[config.mk]
export PLATFORM = sky130hd
export DESIGN_NAME = jtag_bscan_tap
export DESIGN_NICKNAME = d
export VERILOG_FILES = /design/src/rtl/tap_pkg.sv /design/src/rtl/tap_fsm.sv /design/src/rtl/tap_instr.sv /design/src/rtl/bscan_cell.sv /design/src/rtl/jtag_bscan_tap.sv
export SDC_FILE = /design/constraint.sdc
export NUM_CORES = 1
export LEC_CHECK = 0
export BUFFER_PORTS_ARGS = -buffer_cell sky130_fd_sc_hd__buf_2
export CAP_MARGIN = 20
export CORE_MARGIN = 2
export CORE_UTILIZATION = 53
export CTS_CLUSTER_SIZE = 10
export DETAILED_ROUTE_END_ITERATION = 10
export PLACE_DENSITY = 0.72
export SYNTH_ARGS = -nofsm -noshare
export SYNTH_HDL_FRONTEND = slang
export SYNTH_HIERARCHICAL = 1
export SYNTH_SLANG_ARGS = --single-unit
[constraint.sdc]
create_clock -name tck -period 2.54 [get_ports tck]
set_clock_uncertainty 0.15 [all_clocks]
set_input_delay 0 -clock tck [delete_from_list [all_inputs] [get_ports tck]]
set_output_delay 0 -clock tck [all_outputs]
set_load 0.05 [all_outputs]
[src/rtl/tap_pkg.sv]
package tap_pkg;

    typedef enum logic [3:0] {
        TS_RESET,
        TS_IDLE,
        TS_SEL_DR,
        TS_CAP_DR,
        TS_SHIFT_DR,
        TS_EXIT1_DR,
        TS_PAUSE_DR,
        TS_EXIT2_DR,
        TS_UPD_DR,
        TS_SEL_IR,
        TS_CAP_IR,
        TS_SHIFT_IR,
        TS_EXIT1_IR,
        TS_PAUSE_IR,
        TS_EXIT2_IR,
        TS_UPD_IR
    } tap_state_t;

    localparam int IR_W = 4;
    localparam logic [IR_W-1:0] OP_SAMPLE = 4'h0;
    localparam logic [IR_W-1:0] OP_IDCODE = 4'h1;
    localparam logic [IR_W-1:0] OP_EXTEST = 4'h2;
    localparam logic [IR_W-1:0] IR_CAPTURE = 4'b0001;

    localparam logic [1:0] KIND_IN    = 2'd0;
    localparam logic [1:0] KIND_OUT   = 2'd1;
    localparam logic [1:0] KIND_TRI   = 2'd2;
    localparam logic [1:0] KIND_BIDIR = 2'd3;

    function automatic int kind_width(logic [1:0] kind);
        case (kind)
            KIND_TRI:   return 2;
            KIND_BIDIR: return 3;
            default:    return 1;
        endcase
    endfunction

endpackage

[src/rtl/tap_fsm.sv]
module tap_fsm
    import tap_pkg::*;
(
    input  logic       tck,
    input  logic       rst_n,
    input  logic       tms,
    output tap_state_t state,
    output logic       in_reset,
    output logic       cap_dr,
    output logic       sh_dr,
    output logic       upd_dr,
    output logic       cap_ir,
    output logic       sh_ir,
    output logic       upd_ir
);

    tap_state_t state_q, state_d;

    always_ff @(posedge tck or negedge rst_n) begin
        if (!rst_n) state_q <= TS_RESET;
        else        state_q <= state_d;
    end

    always_comb begin
        state_d = state_q;
        unique case (state_q)
            TS_RESET:    state_d = tms ? TS_RESET    : TS_IDLE;
            TS_IDLE:     state_d = tms ? TS_SEL_DR   : TS_IDLE;
            TS_SEL_DR:   state_d = tms ? TS_SEL_IR   : TS_CAP_DR;
            TS_CAP_DR:   state_d = tms ? TS_EXIT1_DR : TS_SHIFT_DR;
            TS_SHIFT_DR: state_d = tms ? TS_EXIT1_DR : TS_SHIFT_DR;
            TS_EXIT1_DR: state_d = tms ? TS_UPD_DR   : TS_PAUSE_DR;
            TS_PAUSE_DR: state_d = tms ? TS_EXIT2_DR : TS_PAUSE_DR;
            TS_EXIT2_DR: state_d = tms ? TS_UPD_DR   : TS_SHIFT_DR;
            TS_UPD_DR:   state_d = tms ? TS_SEL_DR   : TS_IDLE;
            TS_SEL_IR:   state_d = tms ? TS_RESET    : TS_CAP_IR;
            TS_CAP_IR:   state_d = tms ? TS_EXIT1_IR : TS_SHIFT_IR;
            TS_SHIFT_IR: state_d = tms ? TS_EXIT1_IR : TS_SHIFT_IR;
            TS_EXIT1_IR: state_d = tms ? TS_UPD_IR   : TS_PAUSE_IR;
            TS_PAUSE_IR: state_d = tms ? TS_EXIT2_IR : TS_PAUSE_IR;
            TS_EXIT2_IR: state_d = tms ? TS_UPD_IR   : TS_SHIFT_IR;
            TS_UPD_IR:   state_d = tms ? TS_SEL_DR   : TS_IDLE;
        endcase
    end

    always_comb begin
        in_reset = (state_q == TS_RESET);
        cap_dr   = (state_q == TS_CAP_DR);
        sh_dr    = (state_q == TS_SHIFT_DR);
        upd_dr   = (state_q == TS_UPD_DR);
        cap_ir   = (state_q == TS_CAP_IR);
        sh_ir    = (state_q == TS_SHIFT_IR);
        upd_ir   = (state_q == TS_UPD_IR);
    end

    assign state = state_q;

endmodule

[src/rtl/tap_instr.sv]
module tap_instr
    import tap_pkg::*;
(
    input  logic            tck,
    input  logic            rst_n,
    input  logic            tdi,
    input  logic            in_reset,
    input  logic            cap_ir,
    input  logic            sh_ir,
    input  logic            upd_ir,
    output logic [IR_W-1:0] ir,
    output logic            sr_out
);

    logic [IR_W-1:0] sr_q, ir_q;

    always_ff @(posedge tck or negedge rst_n) begin
        if (!rst_n) begin
            sr_q <= '0;
            ir_q <= OP_IDCODE;
        end else begin
            if (cap_ir)     sr_q <= IR_CAPTURE;
            else if (sh_ir) sr_q <= {tdi, sr_q[IR_W-1:1]};
            if (in_reset)    ir_q <= OP_IDCODE;
            else if (upd_ir) ir_q <= sr_q;
        end
    end

    assign ir     = ir_q;
    assign sr_out = sr_q[0];

endmodule

[src/rtl/bscan_cell.sv]
module bscan_cell
    import tap_pkg::*;
#(
    parameter logic [1:0] KIND = KIND_BIDIR
) (
    input  logic tck,
    input  logic rst_n,
    input  logic cap,
    input  logic shift,
    input  logic upd,
    input  logic extest,
    input  logic si,
    output logic so,
    input  logic pad_i,
    input  logic core_o,
    input  logic core_oe,
    output logic core_i,
    output logic pad_o,
    output logic pad_oe
);

    localparam int W = kind_width(KIND);

    logic [W-1:0] sr_q, lat_q, cap_v;
    logic [W:0]   sr_ext;
    logic         x_core_i, x_pad_o, x_pad_oe;

    assign sr_ext = {si, sr_q};

    always_ff @(posedge tck or negedge rst_n) begin
        if (!rst_n) begin
            sr_q  <= '0;
            lat_q <= '0;
        end else begin
            if (cap)        sr_q <= cap_v;
            else if (shift) sr_q <= sr_ext[W:1];
            if (upd)        lat_q <= sr_q;
        end
    end

    assign so = sr_q[0];

    generate
        if (KIND == KIND_IN) begin : g_in
            assign cap_v    = pad_i;
            assign x_core_i = lat_q[0];
            assign x_pad_o  = 1'b0;
            assign x_pad_oe = 1'b0;
        end else if (KIND == KIND_OUT) begin : g_out
            assign cap_v    = core_o;
            assign x_core_i = pad_i;
            assign x_pad_o  = lat_q[0];
            assign x_pad_oe = 1'b1;
        end else if (KIND == KIND_TRI) begin : g_tri
            assign cap_v    = {core_oe, core_o};
            assign x_core_i = pad_i;
            assign x_pad_o  = lat_q[0];
            assign x_pad_oe = lat_q[1];
        end else begin : g_bidir
            assign cap_v    = {core_oe, core_o, pad_i};
            assign x_core_i = lat_q[0];
            assign x_pad_o  = lat_q[1];
            assign x_pad_oe = lat_q[2];
        end
    endgenerate

    assign core_i = extest ? x_core_i : pad_i;
    assign pad_o  = extest ? x_pad_o  : core_o;
    assign pad_oe = extest ? x_pad_oe : core_oe;

endmodule

[src/rtl/jtag_bscan_tap.sv]
module jtag_bscan_tap
    import tap_pkg::*;
#(
    parameter int                   N_CELLS    = 4,
    parameter logic [2*N_CELLS-1:0] CELL_KINDS = 8'b11_10_01_00,
    parameter int                   ID_W       = 32,
    parameter logic [ID_W-1:0]      ID_VALUE   = 32'h0000_18FF
) (
    input  logic               tck,
    input  logic               rst_n,
    input  logic               tms,
    input  logic               tdi,
    output logic               tdo,
    output logic               tdo_en,
    input  logic [N_CELLS-1:0] pad_i,
    input  logic [N_CELLS-1:0] core_o,
    input  logic [N_CELLS-1:0] core_oe,
    output logic [N_CELLS-1:0] core_i,
    output logic [N_CELLS-1:0] pad_o,
    output logic [N_CELLS-1:0] pad_oe
);

    tap_state_t      state_w;
    logic            in_reset, cap_dr, sh_dr, upd_dr, cap_ir, sh_ir, upd_ir;
    logic [IR_W-1:0] ir_w;
    logic            ir_out;

    tap_fsm u_fsm (
        .tck(tck), .rst_n(rst_n), .tms(tms), .state(state_w),
        .in_reset(in_reset), .cap_dr(cap_dr), .sh_dr(sh_dr), .upd_dr(upd_dr),
        .cap_ir(cap_ir), .sh_ir(sh_ir), .upd_ir(upd_ir)
    );

    tap_instr u_ir (
        .tck(tck), .rst_n(rst_n), .tdi(tdi), .in_reset(in_reset),
        .cap_ir(cap_ir), .sh_ir(sh_ir), .upd_ir(upd_ir),
        .ir(ir_w), .sr_out(ir_out)
    );

    logic sel_bnd, sel_id, sel_byp, extest;
    assign extest  = (ir_w == OP_EXTEST);
    assign sel_bnd = (ir_w == OP_SAMPLE) || extest;
    assign sel_id  = (ir_w == OP_IDCODE);
    assign sel_byp = !sel_bnd && !sel_id;

    logic [ID_W-1:0] id_q;
    logic            byp_q;

    always_ff @(posedge tck or negedge rst_n) begin
        if (!rst_n) begin
            id_q  <= '0;
            byp_q <= 1'b0;
        end else begin
            if (sel_id && cap_dr)     id_q <= ID_VALUE;
            else if (sel_id && sh_dr) id_q <= {tdi, id_q[ID_W-1:1]};
            if (sel_byp && cap_dr)     byp_q <= 1'b0;
            else if (sel_byp && sh_dr) byp_q <= tdi;
        end
    end

    logic [N_CELLS:0] link;
    assign link[N_CELLS] = tdi;

    generate
        for (genvar g = 0; g < N_CELLS; g++) begin : g_cell
            bscan_cell #(.KIND(CELL_KINDS[2*g +: 2])) u_cell (
                .tck(tck), .rst_n(rst_n),
                .cap(sel_bnd && cap_dr), .shift(sel_bnd && sh_dr),
                .upd(sel_bnd && upd_dr), .extest(extest),
                .si(link[g+1]), .so(link[g]),
                .pad_i(pad_i[g]), .core_o(core_o[g]), .core_oe(core_oe[g]),
                .core_i(core_i[g]), .pad_o(pad_o[g]), .pad_oe(pad_oe[g])
            );
        end
    endgenerate

    logic dr_out;
    always_comb begin
        if (sel_bnd)     dr_out = link[0];
        else if (sel_id) dr_out = id_q[0];
        else             dr_out = byp_q;
    end

    logic tdo_q, tdo_en_q;
    always_ff @(negedge tck or negedge rst_n) begin
        if (!rst_n) begin
            tdo_q    <= 1'b0;
            tdo_en_q <= 1'b0;
        end else begin
            tdo_en_q <= sh_ir || sh_dr;
            tdo_q    <= sh_ir ? ir_out : (sh_dr ? dr_out : 1'b0);
        end
    end

    assign tdo    = tdo_q;
    assign tdo_en = tdo_en_q;

endmodule

==> impl_metrics.toml <==
[global_routing]
grt_pass1_vias = 2099
grt.total_usage_pct = 20.5
grt-ovfl-total = 0
grt_start_max_net_pins = 47
grt_pass1_wl_mm = 9.97
antenna_found_initial = 0

[clock_network]
clockBufferDepth = 2
cts_tree = "built"
cts_buffers = 9
clk_latency_ps = 330
cts_root_buffer = "clkbuf_8"
cts.htree.levels = 3
cts.sinks = 61
path_clk_slew_ps = 60
post_cts_buffers = 0

[timing]
hold_viol_final = 0
setup_viol = 2
maxSlewViolCount = 0
slew_headroom_pct = 51.9
timing.hold.ws_ps = 64.5
rsz0062_at_grt = "true"
fin_ws_ps = -68.6
worstMarginPinSlew_ps = 715
setup_tns_ps = -105

[setup_path]
crit_required_ps = 1290
critPathCapture = "tdo$_DFF_NN0_"
crit_start = "u_fsm/state[2]$_DFF_PN0_"
path_class = "flop to flop"
crit_arrival_ps = 1360
ff2ff_path_depth = 5
setup.worst_path.start_class = "flop"
rrSetupSlack_ps = -70
end_kind = "flop"
path_max_fanout = 3
worstReg2RegEnd = "tdo$_DFF_NN0_"
r2r-start = "u_fsm/state[2]$_DFF_PN0_"

[yosys]
synth_edf_count = 0
synth_nets = 278
synth_seq_area_share_pct = 49.4
yosysUniqueCellTypes = 44
syn_area_um2 = 3100
ys_warn_count = 6
syn-instance-count = 262
ys.flop_type = "dfrtp_1"
async_flop_share_pct = 100
ys_seq_elements = 61
synth_area_per_cell_um2 = 11.8

[drt]
wl_mm = 5.76
vias_per_cell = 5.25
final_antenna_net_count = 0
vias = 2074
first_pass_iters = 4
drtIter0Drc = 147
remaining_drc_errors = 0
wl_per_cell_um = 14.6

[power]
power.share.switching_pct = 33.1
share_comb_of_total_power_pct = 39.9
max-vdd-ir-drop_mv = 0.581
p_int_mw = 2.80
p_switching_mw = 1.38
p_leak_nw = 1.77
seqPwrFrac_pct = 36.9
pwr-share-clk_pct = 23.2
powerDensity_nw_per_um2 = 1110

[floorplanning]
start_util_pct = 55.5
die_w_um = 80.4
core_area_um2 = 5570
fp-row-count = 27
die_h_um = 80.4
die_area_um2 = 6470
ios = 30

[run]
max_cap_viol_count = 0

[finish]
nets = 334
layout_common_cells = "dfrtp_1, nor2b_1, buf_2, mux2i_1, mux2_4"
final_common_cell = "dfrtp_1"
area_growth_pct = 21.6
drive_gt1_share_pct = 35.0
n_antenna_cell = 0

[hold_path]
hold_path.class = "primary input to async pin"

[status]
violations = "negative setup slack"
status = "finished with violations"

[placed_design]
gp_congestion = 0.783
io_buffers = 25
dpl.hpwl_mm = 3.74
sequential cells by signal, indices dropped and copies added, names as in the netlist:
name                 flops
u_ir/ir                  4
u_ir/sr_q                4
g_cell.u_cell/lat_q      7
tdo_en                   1
byp_q                    1
u_fsm/state              4
id_q                    32
g_cell.u_cell/sr_q       5
tdo                      1
g_cell.u_cell/so         2
cell type report:
| cell class | instances | area (um^2) |
|---|---|---|
| clock buffers | 13 | 159 |
| clock inverters | 3 | 67.6 |
| fillers | 387 | 1810 |
| inverters | 14 | 52.6 |
| multi-input cells | 172 | 1430 |
| flip-flops and latches | 61 | 1530 |
| well taps | 72 | 90.1 |
| repair buffers | 60 | 437 |
synthesized netlist by cell type (3+ instances only):
| master | instances | area [um^2] |
|---|---|---|
| a211o_1 | 3 | 26.3 |
| and2_1 | 4 | 25.0 |
| buf_2 | 5 | 25.0 |
| buf_6 | 4 | 45.0 |
| dfrtp_1 | 58 | 1450 |
| inv_1 | 13 | 48.8 |
| mux2_2 | 12 | 135 |
| mux2_4 | 23 | 345 |
| mux2i_1 | 24 | 240 |
| nand2_1 | 12 | 45.0 |
| nor2_1 | 22 | 82.6 |
| nor2b_1 | 25 | 156 |
| nor3_1 | 3 | 15.0 |
| nor4_1 | 3 | 18.8 |
| o21ai_0 | 4 | 20.0 |
| o21ai_1 | 7 | 35.0 |
metal layers:
metal | share of wire [%] | track usage [%] | wire [um] | up-vias
li1 | - | - | - | 1006
met1 | 46 | 26.5 | 2640 | 1004
met2 | 48 | 31.8 | 2730 | 51
met3 | 4.3 | 5.51 | 247 | 13
met4 | 2.3 | 10.3 | 133 | 0
met5 | 0 | 0 | 0 | -
power groups by stage:
stage / Sequential [mW] / Clock [mW] / Combinational [mW]
after floorplan: 1.53 / 0 / 1.31
after global placement: 1.53 / 0 / 1.58
after detailed placement: 1.54 / 0 / 1.62
after CTS: 1.54 / 0.990 / 1.67
after global routing: 1.59 / 1.05 / 1.82
final: 1.54 / 0.969 / 1.67
timing repair:
item	4_1_cts	5_1_grt
hold endpoints to repair	74	0
pin swaps	0	2
cloned	0	0
gates resized for setup	5	1
endpoints found under the setup margin	2	2
hold buffers	13	0
metrics by stage:
step	cells	utilization, %	worst slack [ps]	power [mW]	cell area, um^2
2_1_floorplan	262	-	-185	2.83	3130
3_3_place_gp	366	60.7	-68.9	3.11	3380
3_5_place_dp	366	60.7	-76.8	3.16	3380
4_1_cts	395	67.4	-81.2	4.20	3760
5_1_grt	395	67.5	-142	4.46	3760
6_report	395	67.5	-68.6	4.18	3760
worst min-delay path by stage:
stage / endpoint / startpoint / slack [ps] / depth (start not counted)
2_1_floorplan: byp_q$_DFFE_PN0P_ / rst_n / -450 / 0
4_1_cts: u_ir/ir[0]$_DFFE_PN1P_ / rst_n / 50 / 2
3_3_place_gp: byp_q$_DFFE_PN0P_ / rst_n / -210 / 1
5_1_grt: u_ir/ir[0]$_DFFE_PN1P_ / rst_n / 90 / 2
3_5_place_dp: byp_q$_DFFE_PN0P_ / rst_n / -210 / 1
6_report: u_ir/ir[0]$_DFFE_PN1P_ / rst_n / 60 / 2
cells by family after synthesis:
family / synth area share [%]
flops: 49.4
compound gates: 6.31
mux: 23.6
simple gates: 14.7
buf+inv: 5.98
worst max-delay path, cell delays in order, from the launching register on:
cell and delay (ps):
dfrtp_1 400, buf_6 130, inv_2 60, nor4_2 50, and3b_1 180, a32o_1 210
Note: power is estimated with default switching activity, not from simulation.
